`src/rtl/opr_pkg.sv`:
```
package opr_pkg;
    typedef enum logic [1:0] {
        AM_INH = 2'd0,
        AM_IMM = 2'd1,
        AM_DIR = 2'd2,
        AM_EXT = 2'd3
    } amode_e;

    typedef enum logic [2:0] {
        K_INH,
        K_IMM,
        K_DIR,
        K_EXT,
        K_PFX,
        K_BAD
    } okind_e;

    typedef enum logic [2:0] {
        S_IDLE,
        S_PFX,
        S_OPND,
        S_RD,
        S_WT
    } fsm_e;
endpackage

```
`src/rtl/opr_decode.sv`:
```
module opr_decode
    import opr_pkg::*;
#(
    parameter int          DW     = 8,
    parameter logic [7:0]  OP_IMM = 8'h86,
    parameter logic [7:0]  OP_DIR = 8'h96,
    parameter logic [7:0]  OP_EXT = 8'hB6,
    parameter logic [7:0]  OP_PFX = 8'h18,
    parameter logic [7:0]  OP_INH = 8'h06
) (
    input  logic [DW-1:0] code,
    input  logic          second,
    output okind_e        kind
);
    always_comb begin
        kind = K_BAD;
        if (second) begin
            if (code == DW'(OP_INH)) kind = K_INH;
        end else begin
            if (code == DW'(OP_IMM)) kind = K_IMM;
            else if (code == DW'(OP_DIR)) kind = K_DIR;
            else if (code == DW'(OP_EXT)) kind = K_EXT;
            else if (code == DW'(OP_PFX)) kind = K_PFX;
        end
    end
endmodule

```
`src/rtl/opr_regspace.sv`:
```
module opr_regspace #(
    parameter int            AW  = 16,
    parameter logic [AW-1:0] TOP = 16'h03FF
) (
    input  logic [AW-1:0] addr,
    output logic          hit
);
    assign hit = (addr <= TOP);
endmodule

```
`src/rtl/opnd_resolver.sv`:
```
module opnd_resolver
    import opr_pkg::*;
#(
    parameter int            DW      = 8,
    parameter int            AW      = 2 * DW,
    parameter logic [AW-1:0] REG_TOP = 16'h03FF
) (
    input  logic          clk,
    input  logic          rst_n,
    input  logic          in_valid,
    input  logic [DW-1:0] in_byte,
    output logic          in_ready,
    output logic          mem_req,
    output logic [AW-1:0] mem_addr,
    input  logic [DW-1:0] mem_rdata,
    output logic          done,
    output logic [1:0]    mode,
    output logic [1:0]    nbytes,
    output logic [DW-1:0] imm_val,
    output logic [AW-1:0] eff_addr,
    output logic [DW-1:0] operand,
    output logic          illegal,
    output logic          reg_space
);
    localparam int HI_W = AW - DW;

    typedef struct packed {
        fsm_e          st;
        amode_e        pk;
        logic [1:0]    need;
        logic [1:0]    got;
        logic [AW-1:0] eff;
        logic          done;
        amode_e        mode;
        logic [1:0]    nb;
        logic [DW-1:0] imm;
        logic [DW-1:0] opnd;
        logic          ill;
        logic          rs;
    } rsv_t;

    rsv_t          r_q, r_d;
    okind_e        kind;
    logic [AW-1:0] addr_new;
    logic          hit;
    logic          acc;

    opr_decode #(.DW(DW)) u_dec (
        .code   (in_byte),
        .second (r_q.st == S_PFX),
        .kind   (kind)
    );

    always_comb begin
        if (r_q.pk == AM_DIR) addr_new = {{HI_W{1'b0}}, in_byte};
        else                  addr_new = {r_q.eff[DW-1:0], in_byte};
    end

    opr_regspace #(.AW(AW), .TOP(REG_TOP)) u_rs (
        .addr (addr_new),
        .hit  (hit)
    );

    assign in_ready = (r_q.st == S_IDLE) || (r_q.st == S_PFX) || (r_q.st == S_OPND);
    assign acc      = in_valid && in_ready;

    always_comb begin
        r_d      = r_q;
        r_d.done = 1'b0;
        unique case (r_q.st)
            S_IDLE: if (acc) begin
                r_d.got = 2'd0;
                unique case (kind)
                    K_IMM: begin r_d.st = S_OPND; r_d.pk = AM_IMM; r_d.need = 2'd1; end
                    K_DIR: begin r_d.st = S_OPND; r_d.pk = AM_DIR; r_d.need = 2'd1; end
                    K_EXT: begin r_d.st = S_OPND; r_d.pk = AM_EXT; r_d.need = 2'd2; end
                    K_PFX: r_d.st = S_PFX;
                    default: begin
                        r_d.done = 1'b1; r_d.ill = 1'b1; r_d.mode = AM_INH;
                        r_d.nb = 2'd0; r_d.rs = 1'b0; r_d.st = S_IDLE;
                    end
                endcase
            end
            S_PFX: if (acc) begin
                r_d.done = 1'b1;
                r_d.mode = AM_INH;
                r_d.nb   = 2'd0;
                r_d.rs   = 1'b0;
                r_d.ill  = (kind != K_INH);
                r_d.st   = S_IDLE;
            end
            S_OPND: if (acc) begin
                r_d.eff = addr_new;
                r_d.got = r_q.got + 2'd1;
                if (r_q.got + 2'd1 == r_q.need) begin
                    r_d.ill  = 1'b0;
                    r_d.mode = r_q.pk;
                    r_d.nb   = r_q.need;
                    if (r_q.pk == AM_IMM) begin
                        r_d.done = 1'b1;
                        r_d.imm  = in_byte;
                        r_d.rs   = 1'b0;
                        r_d.st   = S_IDLE;
                    end else begin
                        r_d.rs = hit;
                        r_d.st = S_RD;
                    end
                end
            end
            S_RD: r_d.st = S_WT;
            S_WT: begin
                r_d.opnd = mem_rdata;
                r_d.done = 1'b1;
                r_d.st   = S_IDLE;
            end
            default: r_d.st = S_IDLE;
        endcase
    end

    always_ff @(posedge clk or negedge rst_n) begin
        if (!rst_n) begin
            r_q <= '{st: S_IDLE, pk: AM_INH, mode: AM_INH, default: '0};
        end else begin
            r_q <= r_d;
        end
    end

    assign mem_req   = (r_q.st == S_RD);
    assign mem_addr  = r_q.eff;
    assign done      = r_q.done;
    assign mode      = r_q.mode;
    assign nbytes    = r_q.nb;
    assign imm_val   = r_q.imm;
    assign eff_addr  = r_q.eff;
    assign operand   = r_q.opnd;
    assign illegal   = r_q.ill;
    assign reg_space = r_q.rs;

    // no byte is taken while a read is outstanding
    p_ready_low_in_read_r2: assert property (@(posedge clk) disable iff (!rst_n)
        mem_req |-> !in_ready);

    // one-cycle strobe, done two cycles later
    p_single_read_r7: assert property (@(posedge clk) disable iff (!rst_n)
        mem_req |=> !mem_req);
    p_read_to_done_r7: assert property (@(posedge clk) disable iff (!rst_n)
        mem_req |-> ##2 done);

    // direct reads stay in the bottom page
    p_direct_page_r5: assert property (@(posedge clk) disable iff (!rst_n)
        (mem_req && mode == AM_DIR) |-> (mem_addr[AW-1:DW] == '0));

    // register-window flag agrees with the address put on the port
    p_regspace_r9: assert property (@(posedge clk) disable iff (!rst_n)
        mem_req |-> (reg_space == (mem_addr <= REG_TOP)));

    // short modes never went through a read
    p_no_read_short_r3: assert property (@(posedge clk) disable iff (!rst_n)
        (done && (mode == AM_IMM || mode == AM_INH)) |-> !$past(mem_req, 2));

    // the resolver is open for the next opcode when it reports
    p_ready_at_done_r10: assert property (@(posedge clk) disable iff (!rst_n)
        done |-> in_ready);
endmodule

```
`config.mk`:
```
export PLATFORM = sky130hd
export DESIGN_NAME = opnd_resolver
export DESIGN_NICKNAME = d
export VERILOG_FILES = /design/src/rtl/opr_pkg.sv /design/src/rtl/opr_decode.sv /design/src/rtl/opr_regspace.sv /design/src/rtl/opnd_resolver.sv
export SDC_FILE = /design/constraint.sdc
export NUM_CORES = 1
export LEC_CHECK = 0
export BUFFER_PORTS_ARGS = -buffer_cell sky130_fd_sc_hd__buf_2
export CORE_MARGIN = 1.5
export CORE_UTILIZATION = 56
export DETAILED_ROUTE_END_ITERATION = 10
export HOLD_SLACK_MARGIN = 0.05
export PLACE_DENSITY = 0.85
export SLEW_MARGIN = 20
export SYNTH_ARGS = -nofsm -noshare
export SYNTH_HDL_FRONTEND = slang
export SYNTH_SLANG_ARGS = --single-unit
export TNS_END_PERCENT = 10
```
`constraint.sdc`:
```
create_clock -name clk -period 3.2 [get_ports clk]
set_input_delay 0.32 -clock clk [delete_from_list [all_inputs] [get_ports clk]]
set_output_delay 0.32 -clock clk [all_outputs]
set_load 0.01 [all_outputs]
```
==> results.yml <==
outcome:
  outcome: "completed"
clock_tree:
  clock-sinks: 48
  htreeDepth: 2
  clock_latency_ns: 0.30
  cts_tree: "yes"
  postCtsHoldBufs: 0
  cts_made_buffers: 5
  ctsRootBufferMaster: "clkbuf_8"
  clk_pin_slew_ns: 0.09
  cts_setup_buffers: 0
  cts_resized: 0
  clockBufferDepth: 2
sta:
  setup_viol: 0
  rsz0062_at_grt: "no"
  max_freq_mhz: 441
  worst_pin_slew_ns: 0.834
  fin_crit_sh_pct: 70.8
  tns_ns: 0
  finClkSkew_ns: 0.00893
  drv_slew: 0
  relSlewSlack_pct: 44.4
  fin_crit_ns: 2.27
  layout_setup_ws_ns: 0.933
  finalHoldViolCount: 0
layout:
  drive_gt1_share_pct: 44.0
  fin_util_pct: 62.1
  nets: 293
  area_growth_syn_to_layout_pct: 4.22
  most-common-layout-cells: "buf_2, dfrtp_1, nand2_1, mux2_2, o21ai_0"
  n_antenna_cell: 0
  nFillCells: 383
  final_common_cell: "buf_2"
  fin_cells: 327
setup_path:
  start_kind: "register"
  worstReg2RegEnd: "nbytes[0]$_DFFE_PN0P_"
  crit_slowest_cell: "or2_1"
  crit_family: "simple AND/OR/NAND/NOR gates"
  rrSetupSlack_ns: 0.93
  critPathMaxStageDelay_ns: 0.56
  r2r_cells: 5
  crit_start: "r_q[47]$_DFFE_PN0P_"
  cp.arrival_ns: 2.49
  cp_max_fo: 27
  cp.depth: 5
  critPathKind: "register to register"
  worstPathCellList: "or3b_1, or2_1, nor4b_1, a21oi_1, o21ai_0"
  cp_data_required_time_ns: 3.42
  regToRegStartpoint: "r_q[47]$_DFFE_PN0P_"
  setup.worst_path.end: "nbytes[0]$_DFFE_PN0P_"
  end_kind: "register"
  critPathBufInv: 0
place:
  dp_hpwl_um: 3550
  port_buffers: 75
  preCtsSetupSlack_ns: 0.987
  dp_cells: 319
  place_congestion: 0.838
yosys:
  synth.distinct_cells: 48
  syn_avg_cell_area_sq_um: 10.5
  yosys.area.top_type_share_pct: 45.0
  synth_area_sq_um: 2670
  syn_nets: 272
  yosysWarnings: 0
  yosys.area.top_type: "dfrtp_1"
  synth-seq-cells: 48
  synth_edf_count: 0
  async_flop_share_pct: 100
  ys.flop_type: "dfrtp_1"
  yosysSeqAreaShare_pct: 45.0
  syn_inst: 253
  synth_top_cells_by_area: "dfrtp_1, buf_4, mux2_2"
global_routing:
  grt_max_degree: 49
  grt_pass1_vias: 1728
  grt_pass1_wl_um: 8000
  antenna_found_initial: 0
  grt_usage_pct: 19.6
  overflow: 0
min_path:
  hp-class: "input port to asynchronous set/reset pin"
routing:
  wl_um: 4910
  dr.pass1.iters: 4
  wl_met1_um: 2130
  drtAntennaViolNets: 0
  wl_met2_um: 2390
  route.met3.wl_um: 290
  via_per_inst: 5.51
  drc_errors: 0
  drtIter0Drc: 131
  vias: 1802
  wl_per_cell_um: 15.0
  top_layer_used: "met4"
floorplan:
  rows: 24
  die_x_um: 72
  initial_core_util_pct: 59.6
  ios: 76
  die-area_sq_um: 5180
  fp.dieH_um: 72
  coreArea_sq_um: 4470
power:
  p_per_area_nw_per_um2: 543
  peakVddDrop_uv: 425
  cellLeakagePower_uw: 0.00141
flow_run:
  maxCapViolCount: 0
==> worst min path at each step <==
| stage | startpoint | endpoint | slack, ns | cells past startpoint |
|---|---|---|---|---|
| after floorplan | rst_n | done$_DFF_PN0_ | 0.02 | 0 |
| after global routing | rst_n | imm_val[5]$_DFFE_PN0P_ | 0.07 | 1 |
| after detailed placement | imm_val[4]$_DFFE_PN0P_ | imm_val[4]$_DFFE_PN0P_ | 0.48 | 1 |
| after global placement | imm_val[4]$_DFFE_PN0P_ | imm_val[4]$_DFFE_PN0P_ | 0.48 | 1 |
| final | rst_n | imm_val[5]$_DFFE_PN0P_ | 0.02 | 1 |
| after CTS | mem_rdata[0] | operand[0]$_DFFE_PN0P_ | 0.24 | 2 |
==> flip-flops by register name, summed over array words and instances (netlist names) <==
name	cells
r_q	9
mode	2
nbytes	2
illegal	1
done	1
eff_addr	16
imm_val	8
reg_space	1
operand	8
==> cell usage after synthesis, types with 2 or more instances <==
cell	n
o21ai_0	16
mux2_2	22
xnor2_1	2
nand3_1	2
a21o_1	2
buf_2	2
a21oi_1	4
or2_2	2
o211ai_1	2
or2_1	2
nand3b_1	4
nor2_1	4
nor4_1	4
dfrtp_1	48
clkbuf_1	4
nor3b_1	5
mux2i_1	2
inv_1	4
nor3_1	4
a22oi_1	4
buf_4	54
nand2_1	31
nand2b_1	4
==> per-stage QoR <==
stage | hold WS [ns] | instance area [sq um] | power [uW]
6_report | 0.0243 | 2780 | 1510
5_1_grt | 0.0664 | 2780 | 1590
4_1_cts | 0.242 | 2780 | 1530
3_5_place_dp | 0.476 | 2670 | 1090
3_3_place_gp | 0.475 | 2670 | 1070
2_1_floorplan | 0.0244 | 2670 | 1080
==> per-layer routing <==
metal | global-route usage, % | vias to the layer above
met2 | 32.6 | 70
li1 | - | 864
met4 | 7.13 | 0
met1 | 24.8 | 858
met3 | 4.86 | 10
met5 | 0 | -
==> layout make-up <==
cell class                      count  area [sq um]  area share, %
Timing Repair Buffer               75           378           13.6
Clock inverter                      3          42.5           1.53
Tap cell                           52          65.1           2.34
Inverter                            4          15.0          0.540
Clock buffer                        5          68.8           2.48
Multi-Input combinational cell    140          1010           36.3
Sequential cell                    48          1200           43.2
==> cells by family (layout without fill, tap and decap cells) <==
| kind of cell | after synthesis | in the layout | synth area share (%) |
|---|---|---|---|
| buf+inv | 65 | 87 | 17.1 |
| mux | 25 | 25 | 10.5 |
| compound gates | 41 | 41 | 11.6 |
| simple gates | 72 | 72 | 15.1 |
| xor+xnor | 2 | 2 | 0.657 |
| flops | 48 | 48 | 45.0 |
==> report_power, final <==
part	leakage, uW	switching [uW]	internal, uW	total, uW
registers	0.000623	61.6	683	744
logic	0.000738	179	150	329
clock network	0.0000541	204	231	435
(Power assumes the default switching activity.)
